===== src/rtl/sdram_colgen_pkg.sv =====
package sdram_colgen_pkg;

   // Burst-length codes; any other value is treated as a single beat
   typedef enum logic [2:0] {
      BLEN_1    = 3'b000,
      BLEN_2    = 3'b001,
      BLEN_4    = 3'b010,
      BLEN_8    = 3'b011,
      BLEN_PAGE = 3'b111
   } blen_code_e;

   localparam int unsigned MAX_FIXED_LOG2 = 3;
   localparam int unsigned SHIFT_W        = 2;

endpackage


===== src/rtl/colgen_len_dec.sv =====
module colgen_len_dec
   import sdram_colgen_pkg::*;
#(
   parameter int unsigned COL_W = 8
) (
   input  logic [2:0]       bl_code_i,
   input  logic             is_write_i,
   input  logic             wr_single_i,
   input  logic             il_i,
   output logic [COL_W-1:0] mask_o,
   output logic             full_o,
   output logic             il_o
);

   logic [SHIFT_W-1:0] lg2;
   logic               page;
   logic               force_one;

   assign force_one = is_write_i & wr_single_i;

   always_comb begin
      page = 1'b0;
      lg2  = '0;
      case (bl_code_i)
         BLEN_2:    lg2 = SHIFT_W'(1);
         BLEN_4:    lg2 = SHIFT_W'(2);
         BLEN_8:    lg2 = SHIFT_W'(MAX_FIXED_LOG2);
         BLEN_PAGE: page = 1'b1;
         default:   lg2 = '0;
      endcase
      if (force_one) begin
         page = 1'b0;
         lg2  = '0;
      end
   end

   assign full_o = page;
   assign mask_o = page ? {COL_W{1'b1}} : ~({COL_W{1'b1}} << lg2);
   // Full page always increments linearly
   assign il_o   = il_i & ~page;

endmodule


===== src/rtl/colgen_beat_ctr.sv =====
module colgen_beat_ctr #(
   parameter int unsigned COL_W = 8
) (
   input  logic             clk,
   input  logic             rst_n,
   input  logic             start_i,
   input  logic             stop_i,
   input  logic [COL_W-1:0] mask_i,
   input  logic             full_i,
   output logic             active_o,
   output logic             last_o,
   output logic [COL_W-1:0] cnt_o,
   output logic [COL_W-1:0] mask_o
);

   logic             active_q;
   logic             full_q;
   logic [COL_W-1:0] cnt_q;
   logic [COL_W-1:0] mask_q;
   logic             at_end;

   assign at_end = active_q & ~full_q & (cnt_q == mask_q);

   always_ff @(posedge clk or negedge rst_n) begin
      if (!rst_n) begin
         active_q <= 1'b0;
         full_q   <= 1'b0;
         cnt_q    <= '0;
         mask_q   <= '0;
      end else if (start_i) begin
         active_q <= 1'b1;
         full_q   <= full_i;
         cnt_q    <= '0;
         mask_q   <= mask_i;
      end else if (active_q) begin
         if (stop_i || at_end) begin
            active_q <= 1'b0;
         end else begin
            cnt_q <= cnt_q + COL_W'(1);
         end
      end
   end

   assign active_o = active_q;
   assign last_o   = at_end;
   assign cnt_o    = cnt_q;
   assign mask_o   = mask_q;

endmodule


===== src/rtl/colgen_col_map.sv =====
module colgen_col_map #(
   parameter int unsigned COL_W = 8
) (
   input  logic [COL_W-1:0] base_i,
   input  logic [COL_W-1:0] cnt_i,
   input  logic [COL_W-1:0] mask_i,
   input  logic             il_i,
   output logic [COL_W-1:0] col_o
);

   logic [COL_W-1:0] sum;

   // Carries out of the masked low field only reach bits that keep base
   assign sum = base_i + cnt_i;

   for (genvar b = 0; b < COL_W; b++) begin : g_bit
      always_comb begin
         if (!mask_i[b])
            col_o[b] = base_i[b];
         else if (il_i)
            col_o[b] = base_i[b] ^ cnt_i[b];
         else
            col_o[b] = sum[b];
      end
   end

endmodule


===== src/rtl/sdram_burst_colgen.sv =====
module sdram_burst_colgen
   import sdram_colgen_pkg::*;
#(
   parameter int unsigned COL_W = 8
) (
   input  logic             clk,
   input  logic             rst_n,
   input  logic             start_i,
   input  logic [COL_W-1:0] start_col_i,
   input  logic             is_write_i,
   input  logic [2:0]       bl_code_i,
   input  logic             burst_type_i,
   input  logic             wr_single_i,
   input  logic             stop_i,
   output logic [COL_W-1:0] col_o,
   output logic             beat_vld_o,
   output logic             last_o
);

   localparam int unsigned MIN_COLS = 1 << MAX_FIXED_LOG2;

   if (COL_W < MAX_FIXED_LOG2) begin : g_bad_width
      $error("COL_W must hold the longest fixed burst of %0d beats", MIN_COLS);
   end

   logic [COL_W-1:0] dec_mask;
   logic             dec_full;
   logic             dec_il;
   logic [COL_W-1:0] base_q;
   logic             il_q;
   logic [COL_W-1:0] cnt;
   logic [COL_W-1:0] mask;
   logic             active;
   logic             at_end;

   colgen_len_dec #(.COL_W(COL_W)) u_dec (
      .bl_code_i   (bl_code_i),
      .is_write_i  (is_write_i),
      .wr_single_i (wr_single_i),
      .il_i        (burst_type_i),
      .mask_o      (dec_mask),
      .full_o      (dec_full),
      .il_o        (dec_il)
   );

   always_ff @(posedge clk or negedge rst_n) begin
      if (!rst_n) begin
         base_q <= '0;
         il_q   <= 1'b0;
      end else if (start_i) begin
         base_q <= start_col_i;
         il_q   <= dec_il;
      end
   end

   colgen_beat_ctr #(.COL_W(COL_W)) u_ctr (
      .clk      (clk),
      .rst_n    (rst_n),
      .start_i  (start_i),
      .stop_i   (stop_i),
      .mask_i   (dec_mask),
      .full_i   (dec_full),
      .active_o (active),
      .last_o   (at_end),
      .cnt_o    (cnt),
      .mask_o   (mask)
   );

   colgen_col_map #(.COL_W(COL_W)) u_map (
      .base_i (base_q),
      .cnt_i  (cnt),
      .mask_i (mask),
      .il_i   (il_q),
      .col_o  (col_o)
   );

   assign beat_vld_o = active;
   assign last_o     = at_end;

endmodule


===== config.mk =====
export PLATFORM = sky130hd
export DESIGN_NAME = sdram_burst_colgen
export DESIGN_NICKNAME = d
export VERILOG_FILES = /design/src/rtl/sdram_colgen_pkg.sv /design/src/rtl/colgen_len_dec.sv /design/src/rtl/colgen_beat_ctr.sv /design/src/rtl/colgen_col_map.sv /design/src/rtl/sdram_burst_colgen.sv
export SDC_FILE = /design/constraint.sdc
export NUM_CORES = 1
export LEC_CHECK = 0
export ABC_AREA = 1
export BUFFER_PORTS_ARGS = -buffer_cell sky130_fd_sc_hd__buf_2
export CORE_MARGIN = 8
export CORE_UTILIZATION = 59
export DETAILED_ROUTE_END_ITERATION = 7
export PLACE_DENSITY = 0.85
export SYNTH_ARGS = -nofsm -noshare
export SYNTH_HDL_FRONTEND = slang
export SYNTH_SLANG_ARGS = --single-unit

===== constraint.sdc =====
create_clock -name clk -period 3.2 [get_ports clk]
set_input_delay 0.16 -clock clk [delete_from_list [all_inputs] [get_ports clk]]
set_output_delay 0.16 -clock clk [all_outputs]
set_load 0.03 [all_outputs]

==> impl_metrics.py <==
metrics = {
    "synthesis": {
        "async_flop_share": 1.00,
        "syn_inst": 212,
        "ys_warn_count": 0,
        "avgSynthCellArea_um2": 7.37,
        "synthFlopType": "dfrtp_1",
        "ys_types": 27,
        "synth_edf_count": 0,
        "syn-num-nets": 239,
        "synth_seq_cells": 22,
        "synthesis.area_um2": 1560,
        "ys_seq_area_frac": 0.352,
    },
    "placed_design": {
        "gp_congestion": 0.832,
        "dpl.hpwl_um": 2730,
        "port_buffers": 27,
    },
    "clock_tree": {
        "holdBufCountCts": 1,
        "cts_tree": "done",
        "clk_latency_ps": 320,
        "post_cts_resized": 0,
        "cts_root_buffer": "clkbuf_4",
        "numCtsBuffers": 3,
        "clockBufferDepth": 2,
        "post-cts-setup-buffers": 0,
        "ctsHtreeMaxLevel": 1,
        "path_clk_slew_ps": 130,
        "cts_num_sinks": 22,
    },
    "critical_path": {
        "endpoint_kind": "output port",
        "startpoint": "u_ctr.cnt_o[0]",
        "critPathArrivalTime_ps": 2170,
        "path_class": "reg2out",
        "required_ps": 3040,
        "crit_fanout": 4,
        "r2r_start": "u_ctr.mask_o[6]",
        "startpoint_type": "register",
    },
    "floorplanning": {
        "ios": 28,
        "num_rows": 18,
        "start_util": 0.625,
        "fp.coreArea_um2": 2500,
        "die_area_um2": 4550,
        "die_w_um": 67.5,
        "die_h_um": 67.5,
    },
    "worst_hold_path": {
        "hp-class": "in2reg",
        "hold_start": "start_col_i[4]",
    },
    "pwr": {
        "vdd.ir_drop.worst_uv": 292,
        "p_int_mw": 0.429,
        "power_frac_comb": 0.285,
        "powerDensity_nw_per_um2": 378,
        "p_clk_frac": 0.241,
        "power.share.sequential": 0.474,
        "power_switching_mw": 0.237,
        "p_leak_nw": 0.959,
        "switching_share": 0.355,
    },
    "drt": {
        "final_antenna_net_count": 0,
        "vias": 1443,
        "route.detailed.drc": 0,
        "drt_iter0_markers": 102,
        "routed_wl_um": 3490,
        "dr.pass1.iters": 4,
        "avgViaCountPerCell": 5.34,
        "wl_per_cell_um": 12.9,
    },
    "run": {
        "maxCapViolCount": 0,
    },
    "sta": {
        "setup_viol": 0,
        "hold_viol": 0,
        "fin_setup_tns_ps": 0,
        "fin_crit_ps": 2330,
        "maxSlewHeadroom": 0.662,
        "finClkSkew_ps": 4.29,
        "min_period_over_period": 0.730,
        "rsz0062_at_grt": "false",
        "tightest_slew_ps": 505,
        "drv_slew": 0,
        "clock.fmax_mhz": 428,
    },
    "status": {
        "status": "complete, no violations",
    },
    "grt": {
        "gr-usage-all-layers": 0.176,
        "antenna_found_initial": 0,
        "grt_max_degree": 27,
        "grt_pass1_vias": 1455,
        "grt_pass1_wl_um": 6390,
        "grt-ovfl-total": 0,
    },
    "layout": {
        "utilization": 0.706,
        "areaGrowthSynthToFinish_pct": 12.9,
        "nFillCells": 229,
        "drive_gt1_frac": 0.183,
        "diodes": 0,
        "nets": 268,
    },
}
worst paths after layout:
check / endpoint / slack (ps) / depth (start not counted)
setup / recovery: col_o[4] / 870 / 8
hold / removal: base_q[4] / 30 / 3
setup reg to reg: u_ctr.cnt_o[7] / 1770 / 8
hold reg to reg: base_q[2] / 530 / 2
max in group asynchronous: base_q[3] / 2540 / 2
min in group asynchronous: u_ctr.cnt_o[2] / 320 / 2
state kept, by name (all words and copies together), names as in the netlist:
signal and flops:
il_q 1, base_q 8, u_ctr.cnt_o 8, u_ctr.active_o 1, u_ctr.mask_o 4
metal layers:
metal | routed length (um) | GRT usage | vias to the layer above
met4 | 33 | 0.0522 | 0
li1 | - | - | 745
met3 | 147 | 0.0265 | 5
met1 | 1640 | 0.235 | 671
met2 | 1670 | 0.288 | 22
met5 | 0 | 0 | -
per-stage QoR:
stage	area [um^2]	cells	total power, mW	setup WS (ps)	hold slack, ps
after floorplan	1560	212	0.455	973	-136
final	1760	270	0.666	865	28.8
after global placement	1720	265	0.509	1240	153
after CTS	1760	270	0.669	856	26.0
after global routing	1760	270	0.707	644	39.2
after detailed placement	1720	265	0.512	1230	157
power by group through the flow:
stage               combinational [mW]  sequential, mW  clock, mW
floorplan                        0.137           0.318          0
global placement                 0.189           0.320          0
detailed placement               0.191           0.321          0
CTS                              0.192           0.316      0.161
global route                     0.214           0.319      0.173
finish                           0.190           0.316      0.161
layout by cell type, fill, tap and decap left out:
cell / synthesis / routed
inv_1: 25 / 25
ha_1: 8 / 8
xor2_1: 5 / 5
nor2_1: 13 / 13
inv_2: 3 / 3
o211ai_1: 2 / 2
nand3_1: 21 / 21
clkbuf_4: 0 / 3
nand3b_1: 1 / 1
nand2_1: 65 / 65
a21oi_1: 2 / 2
nand3_4: 1 / 1
dfrtp_1: 22 / 22
nand4_1: 5 / 5
nand3_2: 2 / 2
clkbuf_8: 0 / 1
fa_1: 1 / 1
o21ai_1: 1 / 1
nor3b_1: 2 / 2
o21ai_0: 17 / 17
nor2_2: 2 / 2
xnor2_1: 3 / 3
dlygate4sd3_1: 0 / 1
o21ai_2: 2 / 2
o21bai_1: 1 / 1
buf_2: 2 / 27
a31oi_1: 1 / 1
nand2_8: 2 / 2
nor2_4: 1 / 1
Yosys cell counts (3+ instances only):
library cell  count  share of area
xor2_1            5          0.028
nor2_1           13          0.031
nand3_1          21          0.067
o21ai_0          17          0.054
inv_1            25          0.060
inv_2             3         0.0072
nand4_1           5          0.020
xnor2_1           3          0.017
nand2_1          65           0.16
dfrtp_1          22           0.35
ha_1              8          0.064
logic make-up after synthesis:
group	after synthesis	synth area share
XOR/XNOR	8	0.0448
flip-flops	22	0.352
AND/OR/NAND/NOR	115	0.354
adder cells (fa/ha/maj)	9	0.0769
buffers and inverters	32	0.0785
AO/OA/AOI/OAI	26	0.0937
worst max-delay path, stage by stage (launching register included):
cell	delay, ps
dfrtp_1	420
ha_1	190
inv_1	50
fa_1	390
o21ai_0	240
nand2_1	90
xor2_1	140
o21ai_0	130
buf_2	210
cell type report:
cell class	instances	area, um^2	share of cell area
clock buffers	4	36.3	0.0206
repair buffers	28	145	0.0823
inverters	28	105	0.0596
multi-input cells	158	890	0.504
well taps	30	37.5	0.0213
flip-flops and latches	22	551	0.312
Note: power is estimated with default switching activity, not from simulation.
